### config.mk
export PLATFORM = sky130hd
export DESIGN_NAME = mhp_host_predictor
export DESIGN_NICKNAME = d
export VERILOG_FILES = /design/src/rtl/mhp_pkg.sv /design/src/rtl/mhp_access_merge.sv /design/src/rtl/mhp_hop_cost.sv /design/src/rtl/mhp_host_predictor.sv
export SDC_FILE = /design/constraint.sdc
export NUM_CORES = 1
export LEC_CHECK = 0
export BUFFER_PORTS_ARGS = -buffer_cell sky130_fd_sc_hd__buf_2
export CELL_PAD_IN_SITES_DETAIL_PLACEMENT = 1
export CELL_PAD_IN_SITES_GLOBAL_PLACEMENT = 2
export CORE_ASPECT_RATIO = 1.2
export CORE_MARGIN = 4
export CORE_UTILIZATION = 40
export CTS_BUF_LIST = sky130_fd_sc_hd__clkbuf_16
export CTS_CLUSTER_SIZE = 10
export DETAILED_ROUTE_END_ITERATION = 7
export GPL_TIMING_DRIVEN = 0
export PLACE_DENSITY = 0.95
export SLEW_MARGIN = 25
export SYNTH_ARGS = -nofsm -noshare
export SYNTH_HDL_FRONTEND = slang
export SYNTH_HIERARCHICAL = 1
export SYNTH_SLANG_ARGS = --single-unit
### constraint.sdc
create_clock -name clk -period 12.4 [get_ports clk]
set_input_delay 1.86 -clock clk [delete_from_list [all_inputs] [get_ports clk]]
set_output_delay 1.86 -clock clk [all_outputs]
set_load 0.05 [all_outputs]
### src/rtl/mhp_pkg.sv
package mhp_pkg;

    // Absolute difference of two grid coordinates
    function automatic int unsigned mhp_span(input int unsigned a, input int unsigned b);
        return (a > b) ? (a - b) : (b - a);
    endfunction

    // Round-trip router hops between two distinct tiles (routers on the path, both ways)
    function automatic int unsigned mhp_trip(input int unsigned dcol, input int unsigned drow);
        return 2 * (dcol + drow + 1);
    endfunction

endpackage

### src/rtl/mhp_access_merge.sv
module mhp_access_merge #(
    parameter int unsigned NT        = 16,
    parameter int unsigned ID_W      = 4,
    parameter int unsigned CNT_W     = 4,
    parameter int unsigned LVL_W     = 5,
    parameter int unsigned DEF_LEVEL = 10
) (
    input  logic [ID_W-1:0]  tile_i,
    input  logic [NT-1:0]    pat_i,
    input  logic [CNT_W-1:0] cnt_i,
    input  logic [LVL_W-1:0] level_i,
    output logic [NT-1:0]    pat_o,
    output logic [CNT_W-1:0] cnt_o,
    output logic             fire_o
);
    localparam int unsigned MAX_LEVEL = 2 ** CNT_W;
    localparam logic [NT-1:0] ONE_HOT0 = {{(NT-1){1'b0}}, 1'b1};

    int unsigned lvl_raw;
    int unsigned lvl_eff;
    int unsigned cnt_next;

    always_comb begin
        pat_o    = pat_i | (ONE_HOT0 << tile_i);
        cnt_o    = cnt_i + {{(CNT_W-1){1'b0}}, 1'b1};
        lvl_raw  = 32'(level_i);
        if (lvl_raw == 0) begin
            lvl_eff = DEF_LEVEL;
        end else if (lvl_raw > MAX_LEVEL) begin
            lvl_eff = MAX_LEVEL;
        end else begin
            lvl_eff = lvl_raw;
        end
        cnt_next = 32'(cnt_i) + 1;
        fire_o   = (cnt_next >= lvl_eff);
    end

endmodule

### src/rtl/mhp_hop_cost.sv
module mhp_hop_cost
    import mhp_pkg::*;
#(
    parameter int unsigned MESH_X = 4,
    parameter int unsigned MESH_Y = 4,
    parameter int unsigned ID_W   = 4,
    parameter int unsigned COST_W = 8
) (
    input  logic [MESH_X*MESH_Y-1:0] sharers_i,
    input  logic [ID_W-1:0]          cand_i,
    output logic [COST_W-1:0]        cost_o
);
    localparam int unsigned NT = MESH_X * MESH_Y;

    logic [COST_W-1:0] term [NT];

    for (genvar t = 0; t < NT; t++) begin : g_term
        localparam int unsigned TCOL = t % MESH_X;
        localparam int unsigned TROW = t / MESH_X;
        int unsigned ccol;
        int unsigned crow;
        always_comb begin
            ccol = 32'(cand_i) % MESH_X;
            crow = 32'(cand_i) / MESH_X;
            if (sharers_i[t] && (cand_i != ID_W'(t))) begin
                term[t] = COST_W'(mhp_trip(mhp_span(ccol, TCOL), mhp_span(crow, TROW)));
            end else begin
                term[t] = '0;
            end
        end
    end

    always_comb begin
        cost_o = '0;
        for (int i = 0; i < NT; i++) begin
            cost_o = cost_o + term[i];
        end
    end

endmodule

### src/rtl/mhp_host_predictor.sv
module mhp_host_predictor #(
    parameter int unsigned MESH_X    = 4,
    parameter int unsigned MESH_Y    = 4,
    parameter int unsigned CNT_W     = 4,
    parameter int unsigned LVL_W     = 5,
    parameter int unsigned DEF_LEVEL = 10
) (
    input  logic                              clk,
    input  logic                              rst_n,
    input  logic                              acc_valid_i,
    input  logic [$clog2(MESH_X*MESH_Y)-1:0]  acc_tile_i,
    input  logic [MESH_X*MESH_Y-1:0]          acc_pat_i,
    input  logic [CNT_W-1:0]                  acc_cnt_i,
    input  logic [$clog2(MESH_X*MESH_Y)-1:0]  cur_host_i,
    input  logic [LVL_W-1:0]                  mig_level_i,
    output logic                              busy_o,
    output logic                              upd_valid_o,
    output logic [MESH_X*MESH_Y-1:0]          upd_pat_o,
    output logic [CNT_W-1:0]                  upd_cnt_o,
    output logic                              mig_req_o,
    output logic [$clog2(MESH_X*MESH_Y)-1:0]  mig_host_o
);
    localparam int unsigned NT       = MESH_X * MESH_Y;
    localparam int unsigned ID_W     = $clog2(NT);
    localparam int unsigned MAX_HOPS = 2 * (MESH_X + MESH_Y - 1);
    localparam int unsigned COST_W   = $clog2(NT * MAX_HOPS + 1);
    localparam logic [ID_W-1:0] LAST_ID = ID_W'(NT - 1);

    typedef struct packed {
        logic              busy;
        logic [ID_W-1:0]   idx;
        logic [NT-1:0]     pat;
        logic [ID_W-1:0]   cur;
        logic [COST_W-1:0] best_cost;
        logic [ID_W-1:0]   best_id;
        logic [COST_W-1:0] cur_cost;
        logic              upd_valid;
        logic [NT-1:0]     upd_pat;
        logic [CNT_W-1:0]  upd_cnt;
        logic              mig_req;
        logic [ID_W-1:0]   mig_host;
    } state_t;

    state_t s_d, s_q;

    logic [NT-1:0]     merged_pat;
    logic [CNT_W-1:0]  merged_cnt;
    logic              fire;
    logic [COST_W-1:0] cand_cost;
    logic [COST_W-1:0] nb_cost;
    logic [ID_W-1:0]   nb_id;
    logic [COST_W-1:0] ncur_cost;
    logic [ID_W-1:0]   final_host;

    mhp_access_merge #(
        .NT        (NT),
        .ID_W      (ID_W),
        .CNT_W     (CNT_W),
        .LVL_W     (LVL_W),
        .DEF_LEVEL (DEF_LEVEL)
    ) u_merge (
        .tile_i  (acc_tile_i),
        .pat_i   (acc_pat_i),
        .cnt_i   (acc_cnt_i),
        .level_i (mig_level_i),
        .pat_o   (merged_pat),
        .cnt_o   (merged_cnt),
        .fire_o  (fire)
    );

    mhp_hop_cost #(
        .MESH_X (MESH_X),
        .MESH_Y (MESH_Y),
        .ID_W   (ID_W),
        .COST_W (COST_W)
    ) u_cost (
        .sharers_i (s_q.pat),
        .cand_i    (s_q.idx),
        .cost_o    (cand_cost)
    );

    always_comb begin
        s_d           = s_q;
        s_d.upd_valid = 1'b0;
        s_d.mig_req   = 1'b0;

        // Running minimum after the candidate of this cycle (strict: lowest ID keeps ties)
        if (cand_cost < s_q.best_cost) begin
            nb_cost = cand_cost;
            nb_id   = s_q.idx;
        end else begin
            nb_cost = s_q.best_cost;
            nb_id   = s_q.best_id;
        end
        ncur_cost  = (s_q.idx == s_q.cur) ? cand_cost : s_q.cur_cost;
        final_host = (ncur_cost == nb_cost) ? s_q.cur : nb_id;

        if (!s_q.busy) begin
            if (acc_valid_i) begin
                if (fire) begin
                    s_d.busy      = 1'b1;
                    s_d.idx       = '0;
                    s_d.pat       = merged_pat;
                    s_d.cur       = cur_host_i;
                    s_d.best_cost = '1;
                    s_d.best_id   = '0;
                    s_d.cur_cost  = '1;
                end else begin
                    s_d.upd_valid = 1'b1;
                    s_d.upd_pat   = merged_pat;
                    s_d.upd_cnt   = merged_cnt;
                    s_d.mig_host  = cur_host_i;
                end
            end
        end else begin
            s_d.best_cost = nb_cost;
            s_d.best_id   = nb_id;
            s_d.cur_cost  = ncur_cost;
            s_d.idx       = s_q.idx + {{(ID_W-1){1'b0}}, 1'b1};
            if (s_q.idx == LAST_ID) begin
                s_d.busy      = 1'b0;
                s_d.idx       = '0;
                s_d.upd_valid = 1'b1;
                s_d.upd_pat   = '0;
                s_d.upd_cnt   = '0;
                s_d.mig_req   = (final_host != s_q.cur);
                s_d.mig_host  = final_host;
            end
        end
    end

    always_ff @(posedge clk or negedge rst_n) begin
        if (!rst_n) begin
            s_q <= '0;
        end else begin
            s_q <= s_d;
        end
    end

    assign busy_o      = s_q.busy;
    assign upd_valid_o = s_q.upd_valid;
    assign upd_pat_o   = s_q.upd_pat;
    assign upd_cnt_o   = s_q.upd_cnt;
    assign mig_req_o   = s_q.mig_req;
    assign mig_host_o  = s_q.mig_host;

endmodule

==> flow_summary.json <==
{
  "skew_ps": 13.61,
  "top_usage_layer": "met2",
  "cpMostUsedCell": "fa_1",
  "reg2reg_slack_ps": 820,
  "stdcell_area_um2": 9216,
  "dieHeight_um": 165.4,
  "chipWidth_um": 139.1,
  "synth_area_um2": 8253,
  "required_ps": 12650,
  "rr_worst_depth": 33,
  "fmax_mhz": 86.34,
  "io_buffers": 62,
  "numCtsBuffers": 9,
  "drt_iter0_drc": 345,
  "path_class": "flop to flop",
  "dpl_cell_area_um2": 8919,
  "synthArstFlopShare_pct": 100.0,
  "met2_usage_pct": 39.64,
  "overflow": 0,
  "fin_nets": 1147,
  "fillCellCount": 2382,
  "cts_tree": "built",
  "setup_tns_ps": 0,
  "setup_slack_ps": 818.2,
  "synth_top_area_share_pct": 21.53,
  "setup_viol": 0,
  "clk_pin_slew_worst_paths_ps": 70,
  "crit_start": "s_q[67]",
  "clkSinkCount": 71,
  "dieArea_um2": 23000,
  "cp.depth": 33,
  "antenna_found_initial": 0,
  "end_kind": "flop",
  "synth_ff_type": "dfrtp_1",
  "clockBufferDepth": 2,
  "route.detailed.drc": 0,
  "synth.area.top_cells": "dfrtp_1 22%, fa_1 19%, ha_1 12%",
  "worst-path-buf-inv": 5,
  "cts_resized": 0,
  "critPathMaxFanout": 16,
  "grt_pass1_wl_mm": 38.54,
  "maxCapViolCount": 0,
  "ff_latch_area_um2": 1777,
  "rsz0062_at_grt": "false",
  "grt_util_met3_pct": 2.563,
  "cp-start-kind": "flop",
  "wl_mm": 24.01,
  "core_area_um2": 20250,
  "ios": 63,
  "post_cts_buffers": 0,
  "avgSynthCellArea_um2": 9.357,
  "crit_path_end": "mig_host_o[1]",
  "via_per_inst": 5.343,
  "slew_headroom_pct": 40.31,
  "grt_max_degree": 41,
  "maxSlewViolCount": 0,
  "multi_input_area_um2": 5732,
  "hp-start": "s_q[35]",
  "cts_max_level": 3,
  "min_period_ps": 11580,
  "yosysSeqAreaShare_pct": 21.53,
  "first_global_vias": 7216,
  "final_cell_mix": "120 x nand2_1, 106 x inv_1, 78 x ha_1, 77 x fa_1, 71 x dfrtp_1",
  "status": "complete, no violations",
  "synth_warnings": 6,
  "crit_slowest_cell": "dfrtp_1",
  "n_antenna_cell": 0,
  "ant_nets": 0,
  "grt_util_met1_pct": 25.15,
  "yosys.area.top_type": "dfrtp_1",
  "pre_cts_slack_ps": 817.1,
  "initial_core_util_pct": 40.75,
  "root_buffer": "clkbuf_16",
  "area_growth_pct": 11.67,
  "report.final.hold_viol_count": 0,
  "layout_commonest_cell": "nand2_1",
  "synth_edf_count": 0,
  "gp_congestion": 0.9202,
  "drt-pass1-iter-count": 4,
  "cpLargestDelayFamily": "adder cells",
  "wl_per_cell_um": 19.58,
  "insertion_delay_ps": 350,
  "ctsHoldBuffers": 0,
  "holdCritPathClass": "flop to flop",
  "rr_startpoint": "s_q[67]",
  "grt_util_all_layers_pct": 21.13,
  "cp_data_arrival_time_ps": 11830,
  "synth_cell_types": 81,
  "tightest_slew_ps": 893.0,
  "regToRegEndpoint": "mig_host_o[1]",
  "fin_crit_sh_pct": 93.40,
  "fp-row-count": 57,
  "critical_path.max_stage_delay_ps": 810,
  "place_hpwl_mm": 19.69,
  "syn_nets": 1073,
  "drive_above_1_share_pct": 17.69,
  "via_count": 6550,
  "syn_inst": 882,
  "ys_seq_elements": 71
}
[cell usage after synthesis (all sizes together), types with 2 or more instances]
cell type	number
a2111oi	4
a211oi	2
a21boi	8
a21o	14
a21oi	30
a22o	6
a22oi	3
a31o	6
a31oi	9
a32oi	7
and2	17
and3	18
buf	33
clkbuf	18
clkinv	2
dfrtp	71
fa	77
ha	78
inv	109
mux2	20
nand2	122
nand2b	15
nand3	13
nand4	2
nor2	29
nor2b	10
nor3	11
nor3b	2
nor4	2
o2111ai	2
o211ai	14
o21ai	43
o22a	2
o22ai	3
o31ai	4
o41ai	2
or2	2
or4	2
xnor2	40
xor2	13
[kinds of logic after synthesis]
logic type / share of synthesized area, %
AOI/OAI and AO/OA: 14.60
xor gates and xnor gates: 6.125
adders and majority gates: 30.62
buffers and inverters: 9.036
DFF: 21.53
muxes: 2.850
other: 0.04544
and+or+nand+nor: 15.19
[metal layers]
metal,part of all wire (%),vias up,wire (um)
met5,0,-,0
met4,2.4,0,568
met3,3.4,42,814
li1,-,3067,-
met2,54,149,12960
met1,40,3292,9671
[sequential cells by signal, indices dropped and copies added (netlist names)]
| signal | flops |
|---|---|
| s_q | 44 |
| upd_pat_o | 16 |
| mig_host_o | 4 |
| upd_cnt_o | 4 |
| busy_o | 1 |
| mig_req_o | 1 |
| upd_valid_o | 1 |
[worst min-delay path by stage]
stage,to,slack [ps],cells after the start
after floorplan,s_q[62],470,1
after global placement,s_q[57],480,1
after detailed placement,s_q[35],500,1
after CTS,s_q[35],520,1
after global routing,s_q[37],530,1
final,s_q[35],520,1
[through the flow]
stage	hold WS, ps	std cells	util [%]
2_1_floorplan	471.2	882	-
3_3_place_gp	483.8	1209	43.92
3_5_place_dp	498.8	1210	44.03
4_1_cts	516.0	1226	45.50
5_1_grt	534.4	1226	45.50
6_report	515.0	1226	45.50
[layout make-up]
cell class | count | share of cell area, %
clock buffer | 9 | 2.444
sequential | 71 | 19.28
timing repair buffer | 63 | 3.611
buffer | 51 | 3.380
multi-input combinational | 649 | 62.19
inverter | 111 | 4.711
clock inverter | 7 | 0.7874
tap | 265 | 3.598
Power is left out: the tool's default activity adds up to more than one toggle a clock period on the data nets, which glitch-free logic cannot reach.
